`src/rtl/evtrig_pkg.sv`:
```
package evtrig_pkg;
  localparam int SEL_W = 3;

  typedef enum logic [SEL_W-1:0] {
    SEL_NONE  = 3'd0,
    SEL_ZERO  = 3'd1,
    SEL_PRD   = 3'd2,
    SEL_ZP    = 3'd3,
    SEL_CA_UP = 3'd4,
    SEL_CA_DN = 3'd5,
    SEL_CB_UP = 3'd6,
    SEL_CB_DN = 3'd7
  } evt_sel_e;

  typedef struct packed {
    logic zero;
    logic prd;
    logic cmpa;
    logic cmpb;
  } evt_bus_t;
endpackage

```
`src/rtl/evtrig_qual.sv`:
```
module evtrig_qual
  import evtrig_pkg::*;
(
  input  evt_bus_t         evt_i,
  input  logic             cnt_up_i,
  input  logic [SEL_W-1:0] sel_i,
  output logic             hit_o
);
  always_comb begin
    unique case (evt_sel_e'(sel_i))
      SEL_ZERO:  hit_o = evt_i.zero;
      SEL_PRD:   hit_o = evt_i.prd;
      SEL_ZP:    hit_o = evt_i.zero | evt_i.prd;
      SEL_CA_UP: hit_o = evt_i.cmpa & cnt_up_i;
      SEL_CA_DN: hit_o = evt_i.cmpa & ~cnt_up_i;
      SEL_CB_UP: hit_o = evt_i.cmpb & cnt_up_i;
      SEL_CB_DN: hit_o = evt_i.cmpb & ~cnt_up_i;
      default:   hit_o = 1'b0;
    endcase
  end
endmodule

```
`src/rtl/evtrig_prescale.sv`:
```
module evtrig_prescale #(
  parameter int CNT_W = 2
) (
  input  logic             clk,
  input  logic             rst,
  input  logic             hit_i,
  input  logic             force_i,
  input  logic             block_i,
  input  logic [CNT_W-1:0] prd_i,
  output logic             fire_o,
  output logic [CNT_W-1:0] cnt_o
);
  localparam logic [CNT_W-1:0] CNT_MAX = {CNT_W{1'b1}};

  logic [CNT_W-1:0] cnt_q;
  logic [CNT_W-1:0] cnt_inc;
  logic             evt_due;

  always_comb begin
    cnt_inc = (cnt_q == CNT_MAX) ? CNT_MAX : cnt_q + 1'b1;
    evt_due = hit_i && (prd_i != '0) && (cnt_inc >= prd_i);
    fire_o  = (evt_due | force_i) & ~block_i;
  end

  always_ff @(posedge clk) begin
    if (rst)                cnt_q <= '0;
    else if (prd_i == '0)   cnt_q <= '0;
    else if (fire_o)        cnt_q <= '0;
    else if (hit_i)         cnt_q <= cnt_inc;
  end

  assign cnt_o = cnt_q;


  off_holds_zero_chk: assert property (@(posedge clk) disable iff (rst)
    (prd_i == '0) |=> (cnt_q == '0));


  cnt_step_chk: assert property (@(posedge clk) disable iff (rst)
    !$stable(cnt_q) |-> ((cnt_q == '0) || (cnt_q == $past(cnt_q) + 1'b1)));
endmodule

```
`src/rtl/evtrig_top.sv`:
```
module evtrig_top
  import evtrig_pkg::*;
#(
  parameter int CNT_W = 2,
  parameter int N_CH  = 2
) (
  input  logic             clk,
  input  logic             rst,
  input  logic             evt_zero,
  input  logic             evt_prd,
  input  logic             evt_cmpa,
  input  logic             evt_cmpb,
  input  logic             cnt_up,
  input  logic [SEL_W-1:0] int_sel,
  input  logic [CNT_W-1:0] int_prd,
  input  logic [SEL_W-1:0] soc_sel,
  input  logic [CNT_W-1:0] soc_prd,
  input  logic             int_force,
  input  logic             soc_force,
  input  logic             int_clr,
  output logic             int_pulse,
  output logic             int_flag,
  output logic [CNT_W-1:0] int_cnt,
  output logic             soc_pulse,
  output logic [CNT_W-1:0] soc_cnt
);
  localparam int CH_INT = 0;
  localparam int CH_SOC = 1;

  evt_bus_t         evt;
  logic [SEL_W-1:0] sel_a   [N_CH];
  logic [CNT_W-1:0] prd_a   [N_CH];
  logic [CNT_W-1:0] cnt_a   [N_CH];
  logic [N_CH-1:0]  frc_a;
  logic [N_CH-1:0]  blk_a;
  logic [N_CH-1:0]  hit_a;
  logic [N_CH-1:0]  fire_a;
  logic [N_CH-1:0]  pulse_q;
  logic             flag_q;

  assign evt.zero = evt_zero;
  assign evt.prd  = evt_prd;
  assign evt.cmpa = evt_cmpa;
  assign evt.cmpb = evt_cmpb;

  assign sel_a[CH_INT] = int_sel;
  assign sel_a[CH_SOC] = soc_sel;
  assign prd_a[CH_INT] = int_prd;
  assign prd_a[CH_SOC] = soc_prd;
  assign frc_a[CH_INT] = int_force;
  assign frc_a[CH_SOC] = soc_force;
  assign blk_a[CH_INT] = flag_q;
  assign blk_a[CH_SOC] = 1'b0;

  for (genvar ch = 0; ch < N_CH; ch++) begin : g_ch
    evtrig_qual i_qual (
      .evt_i    (evt),
      .cnt_up_i (cnt_up),
      .sel_i    (sel_a[ch]),
      .hit_o    (hit_a[ch])
    );

    evtrig_prescale #(.CNT_W(CNT_W)) i_pre (
      .clk     (clk),
      .rst     (rst),
      .hit_i   (hit_a[ch]),
      .force_i (frc_a[ch]),
      .block_i (blk_a[ch]),
      .prd_i   (prd_a[ch]),
      .fire_o  (fire_a[ch]),
      .cnt_o   (cnt_a[ch])
    );

    always_ff @(posedge clk) begin
      if (rst) pulse_q[ch] <= 1'b0;
      else     pulse_q[ch] <= fire_a[ch];
    end
  end

  always_ff @(posedge clk) begin
    if (rst)                 flag_q <= 1'b0;
    else if (fire_a[CH_INT]) flag_q <= 1'b1;
    else if (int_clr)        flag_q <= 1'b0;
  end

  assign int_pulse = pulse_q[CH_INT];
  assign soc_pulse = pulse_q[CH_SOC];
  assign int_flag  = flag_q;
  assign int_cnt   = cnt_a[CH_INT];
  assign soc_cnt   = cnt_a[CH_SOC];


  flag_sticky_chk: assert property (@(posedge clk) disable iff (rst)
    (flag_q && !int_clr) |=> flag_q);


  flag_blocks_chk: assert property (@(posedge clk) disable iff (rst)
    flag_q |=> !int_pulse);


  int_single_chk: assert property (@(posedge clk) disable iff (rst)
    int_pulse |=> !int_pulse);


  flag_rise_chk: assert property (@(posedge clk) disable iff (rst)
    $rose(flag_q) |-> int_pulse);
endmodule

```
`config.mk`:
```
export PLATFORM = sky130hd
export DESIGN_NAME = evtrig_top
export DESIGN_NICKNAME = d
export VERILOG_FILES = /design/src/rtl/evtrig_pkg.sv /design/src/rtl/evtrig_qual.sv /design/src/rtl/evtrig_prescale.sv /design/src/rtl/evtrig_top.sv
export SDC_FILE = /design/constraint.sdc
export NUM_CORES = 1
export LEC_CHECK = 0
export ABC_AREA = 1
export CAP_MARGIN = 25
export CORE_MARGIN = 2
export CORE_UTILIZATION = 32
export CTS_CLUSTER_DIAMETER = 120
export DETAILED_ROUTE_END_ITERATION = 8
export PLACE_DENSITY = 0.65
export SLEW_MARGIN = 30
export SYNTH_ARGS = -nofsm -noshare
export SYNTH_HDL_FRONTEND = slang
export SYNTH_HIERARCHICAL = 1
export SYNTH_SLANG_ARGS = --single-unit
```
`constraint.sdc`:
```
create_clock -name clk -period 2.7 [get_ports clk]
set_clock_uncertainty 0.1 [all_clocks]
set_input_delay 0.405 -clock clk [delete_from_list [all_inputs] [get_ports clk]]
set_output_delay 0.405 -clock clk [all_outputs]
set_load 0.05 [all_outputs]
```
# Word-level counts from Yosys, hierarchy flattened
# Cells that the tools add are included.
# word_totals
out_inout_bits	7
register_bits	7
wordCells	52
in_bits	20
# classes
eq_ne	16
n_lt_le_gt_ge	2
addsub	2
reduce_logical	11
bitwise_logic	10
mux	6
# op_table
operator	n
$eq 3x3->1 const B	8
$pmux 1 s7	2
$eq 3x2->1 const B	4
$eq 3x1->1 const B	2
$reduce_bool 2->1	3
$reduce_or 3->1	2
$and 1x1->1	5
$add 2x1->2 const B	2
$eq 2x2->1 const B	2
$ge 2x2->1	2
$logic_and 1x1->1	4
$logic_not 2->1	2
$mux 2	2
$or 1x1->1	3
$mux 1	2
$not 1->1	2

# Logic depth before layout (Yosys ltp)
# depth
depth_word	8
ltp_mapped	13
depth_no_buf	13

# Modules after synthesis
# Netlist, hierarchy kept.
# by_module_without_submodules
mod	cells_per_inst	seq_area_each_um2	area_per_inst_um2	instances
evtrig_prescale	29	40.0	172.7	2
evtrig_qual	15	0.0	61.3	2
evtrig_top	12	60.1	95.1	1

# Worst setup path before layout
# Ideal clock, no wire load.
# synth_timing
kind	register to register
startpoint	register g_ch[0].i_pre.cnt_q[0]
endpoint	register flag_q (netlist: int_flag)
arrival_time_ps	1550
stages_incl_launch_ff	11
required_ps	2484
setup_time_ps	116
setup_slack_ps	934
synth_period_minus_slack_ps	1766
path_buffers	0
cell_sequence	dfxtp_1 > or2_2 > ha_1 > nand2_1 > nand3_1 > nand2_1 > nand2_1 > nand2_2 > inv_1 > nand2_1 > nand2_1
# synth_between
elab_chain_len	7
word_cells_on_any_way	9
classes_between	add/sub (1); order compare (1); eq/ne (1); mux (2); bitwise (2); reduce/logical (2)
# synth_rtl
item	line_no	text
from (decl)	evtrig_prescale.sv:15	logic [CNT_W-1:0] cnt_q;
from (signal assigned)	evtrig_prescale.sv:29	else if (hit_i) cnt_q <= cnt_inc;
$add 2x1->2 or $eq 2x2->1 (tied branches)	evtrig_prescale.sv:20	cnt_inc = (cnt_q == CNT_MAX) ? CNT_MAX : cnt_q + 1'b1;
$mux 2 *	evtrig_prescale.sv:20	
net g_ch[0].i_pre.cnt_inc[1]	evtrig_prescale.sv:16	logic [CNT_W-1:0] cnt_inc;
$ge 2x2->1 *	evtrig_prescale.sv:21	evt_due = hit_i && (prd_i != '0) && (cnt_inc >= prd_i);
$logic_and 1x1->1 *	evtrig_prescale.sv:21	
$or 1x1->1 *	evtrig_prescale.sv:22	fire_o = (evt_due | force_i) & ~block_i;
$and 1x1->1 *	evtrig_prescale.sv:22	
net fire_a[0]	evtrig_top.sv:37	logic [N_CH-1:0] fire_a;
$mux 1 or $reduce_bool 2->1 (tied branches)	--	
to (signal assigned)	evtrig_top.sv:81	if (rst) flag_q <= 1'b0;
to (signal assigned)	evtrig_top.sv:82	else if (fire_a[CH_INT]) flag_q <= 1'b1;
to (signal assigned)	evtrig_top.sv:83	else if (int_clr) flag_q <= 1'b0;
to (decl)	evtrig_top.sv:39	logic flag_q;
# Mark *: on every way through the listed nets, which the timed path passes. The rest lies on a longest branch.
# A chain may end at the register's enable or synchronous reset.

# Worst setup path after layout
# layout_timing
startpoint	register g_ch[0].i_pre.cnt_q[0]
endpoint	output port int_cnt[0]
# layout_lines
item	line_no	text
to (decl)	evtrig_top.sv:23	output logic [CNT_W-1:0] int_cnt,
# No word-level cell between the ends.

==> results.sh <==
export IMPL_ys_top_cells_by_count="28 x inv_1, 26 x nand2_1, 13 x nor2_1"
export IMPL_min_period_ns=1.95
export IMPL_die_y_um=45.9
export IMPL_synth_compound_area_share_pct=5.33
export IMPL_clock_fmax_mhz=513
export IMPL_dp_hpwl_um=968
export IMPL_p_leak_nw=0.475
export IMPL_synth_top_family_by_area="simple AND/OR/NAND/NOR gates"
export IMPL_syn_area_per_cell_sq_um=5.63
export IMPL_firstDrtPassIters=2
export IMPL_nNetsFinal=155
export IMPL_cp_slowest_cell="clkdlybuf4s50_1"
export IMPL_grt_pass1_wl_mm=1.84
export IMPL_setup_viol_count_final=0
export IMPL_cts_tree="built"
export IMPL_gp_congestion=0.651
export IMPL_hold_buffers=0
export IMPL_arrival_ns=1.44
export IMPL_status="complete, no violations"
export IMPL_synthesis_area_sq_um=563
export IMPL_syn_inst=100
export IMPL_relSlewSlack_pct=66.6
export IMPL_grt_usage_pct=12.0
export IMPL_drive_gt1_share_pct=8.46
export IMPL_grt_max_degree=6
export IMPL_yosys_area_share_simple_pct=41.6
export IMPL_synthXorXnorAreaFrac_pct=0
export IMPL_cp_startpoint="g_ch[0].i_pre/cnt_o[0]$_SDFFE_PP0P_"
export IMPL_synth_ff_type="dfxtp_1"
export IMPL_syn_to_final_growth_pct=54.7
export IMPL_grt_pass1_vias=488
export IMPL_synth_async_reset_ratio_pct=0
export IMPL_tightest_slew_ns=0.499
export IMPL_path_class="reg2out"
export IMPL_drc=0
export IMPL_critPathMaxStageDelay_ns=0.82
export IMPL_grt_ovfl_total=0
export IMPL_cp_required_ns=2.19
export IMPL_synth_fa_ha_area_share_pct=8.89
export IMPL_avgViaCountPerCell=4.12
export IMPL_synth_seq_area_share_pct=24.9
export IMPL_rr_startpoint="g_ch[0].i_pre/cnt_o[0]$_SDFFE_PP0P_"
export IMPL_diodes=0
export IMPL_dieArea_sq_um=2110
export IMPL_crit_buf_inv=1
export IMPL_slew_violations=0
export IMPL_r2r_end="int_flag$_SDFFE_PP0P_"
export IMPL_ioPinCount=27
export IMPL_postCtsSetupBuffers=0
export IMPL_clock_latency_ns=0.24
export IMPL_cts_buffer_depth=2
export IMPL_irDropWorstVdd_mv=0.275
export IMPL_synth_cell_types=12
export IMPL_cts_root_buf="clkbuf_4"
export IMPL_instances_no_fill=147
export IMPL_die_w_um=45.9
export IMPL_rsz0062_at_grt="false"
export IMPL_cts_resized=0
export IMPL_cts_sinks=7
export IMPL_cts_buffers=3
export IMPL_port_buffers=26
export IMPL_synth_edf_count=0
export IMPL_critPathLaunchType="register"
export IMPL_hold_path_depth=2
export IMPL_path_delay_family="buffers and inverters"
export IMPL_path_depth=1
export IMPL_reg2reg_depth=10
export IMPL_yosys_area_top_type_share_pct=24.9
export IMPL_grt_antenna_before_repair=0
export IMPL_clkTransAtPathRegs_ns=0.05
export IMPL_power_density_nw_per_um2=373
export IMPL_wl_mm=1.13
export IMPL_cap_violations=0
export IMPL_finalHoldViolCount=0
export IMPL_crit_chain="clkdlybuf4s50_1"
export IMPL_yosysTopAreaCell="dfxtp_1"
export IMPL_wl_per_cell_um=7.69
export IMPL_yosys_top_cells_area="dfxtp_1 25%, inv_1 19%, nand2_1 17%, ha_1 8.9%, nor2_1 8.7%"
export IMPL_worst_path_max_fanout=5
export IMPL_htree_levels=1
export IMPL_fin_setup_tns_ns=0
export IMPL_syn_nets=124
export IMPL_synth_most_common_cell="inv_1"
export IMPL_dpl_cell_count=143
export IMPL_synth_warnings=6
export IMPL_vias=606
export IMPL_p_total_uw=325
export IMPL_finalCritPeriodShare_pct=72.2
export IMPL_ys_ff_latch=7
export IMPL_hold_path_class="reg2reg"
export IMPL_fill_cells=178
export IMPL_core_sq_um=1690
export IMPL_num_rows=15
export IMPL_cp_endpoint="int_cnt[0]"
export IMPL_endpoint_kind="output pin"
export IMPL_muxShareOfSynthArea_pct=0
export IMPL_ant_nets=0
export IMPL_rrSetupSlack_ns=1.11
export IMPL_drt_iter0_drc=11
export IMPL_start_util_pct=33.3
-- per-layer routing --
metal | wire length [um] | part of all wire (%) | track usage [%]
met1 | 537 | 48 | 14.6
met2 | 512 | 45 | 18.9
met3 | 80 | 7.1 | 3.97
met4 | 0 | 0 | 5.14
met5 | 0 | 0 | 0
-- cell usage in the layout, fill, tap and decap left out, types with 3 or more instances in the layout --
| cell | netlist | routed |
|---|---|---|
| nand3_1 | 5 | 5 |
| ha_1 | 4 | 4 |
| clkdlybuf4s50_1 | 0 | 26 |
| clkbuf_4 | 0 | 3 |
| dfxtp_1 | 7 | 7 |
| nor2_1 | 13 | 13 |
| nand2_1 | 26 | 26 |
| a21oi_1 | 6 | 6 |
| inv_1 | 28 | 28 |
| nand2_2 | 4 | 4 |
-- power by group --
| group | internal (mW) | leakage, nW | switching [mW] |
|---|---|---|---|
| combinational | 0.0573 | 0.402 | 0.0635 |
| sequential | 0.110 | 0.0573 | 0.00405 |
| clock | 0.0561 | 0.0150 | 0.0344 |
-- final cells by class --
type | count | area [sq um] | area share, %
multi-input cells | 65 | 318 | 36.5
inverters | 28 | 105 | 12.1
repair buffers | 26 | 260 | 29.9
clock buffers | 4 | 26.3 | 3.02
flip-flops and latches | 7 | 140 | 16.1
well taps | 17 | 21.3 | 2.44
-- worst min-delay path by stage --
stage                           from               endpoint  slack, ns
5_1_grt        int_flag$_SDFFE_PP0P_  int_flag$_SDFFE_PP0P_       0.42
2_1_floorplan                    rst   soc_pulse$_SDFF_PP0_       0.38
6_report       int_flag$_SDFFE_PP0P_  int_flag$_SDFFE_PP0P_       0.39
3_5_place_dp   int_flag$_SDFFE_PP0P_  int_flag$_SDFFE_PP0P_       0.38
3_3_place_gp   int_flag$_SDFFE_PP0P_  int_flag$_SDFFE_PP0P_       0.37
4_1_cts        int_flag$_SDFFE_PP0P_  int_flag$_SDFFE_PP0P_       0.39
-- kinds of logic (layout without fill, tap and decap cells) --
kind of cell    count (synthesis)  in the layout
compound gates                  6              6
flops                           7              7
simple gates                   54             54
fa+ha+maj                       4              4
other cells                     1              1
buf+inv                        28             58
-- stage by stage --
| stage | cell area [sq um] | hold slack [ns] | setup slack, ns | utilization (%) |
|---|---|---|---|---|
| 2_1_floorplan | 563 | 0.376 | 0.934 | - |
| 3_5_place_dp | 845 | 0.384 | 0.752 | 50.0 |
| 4_1_cts | 871 | 0.394 | 0.736 | 51.6 |
| 3_3_place_gp | 845 | 0.368 | 0.782 | 50.0 |
| 5_1_grt | 871 | 0.418 | 0.674 | 51.6 |
| 6_report | 871 | 0.388 | 0.751 | 51.6 |
-- sequential cells by signal (all words and copies together) (netlist names) --
register          cells
int_flag              1
g_ch.i_pre/cnt_o      4
int_pulse             1
soc_pulse             1
Note: power is estimated with default switching activity, not from simulation.
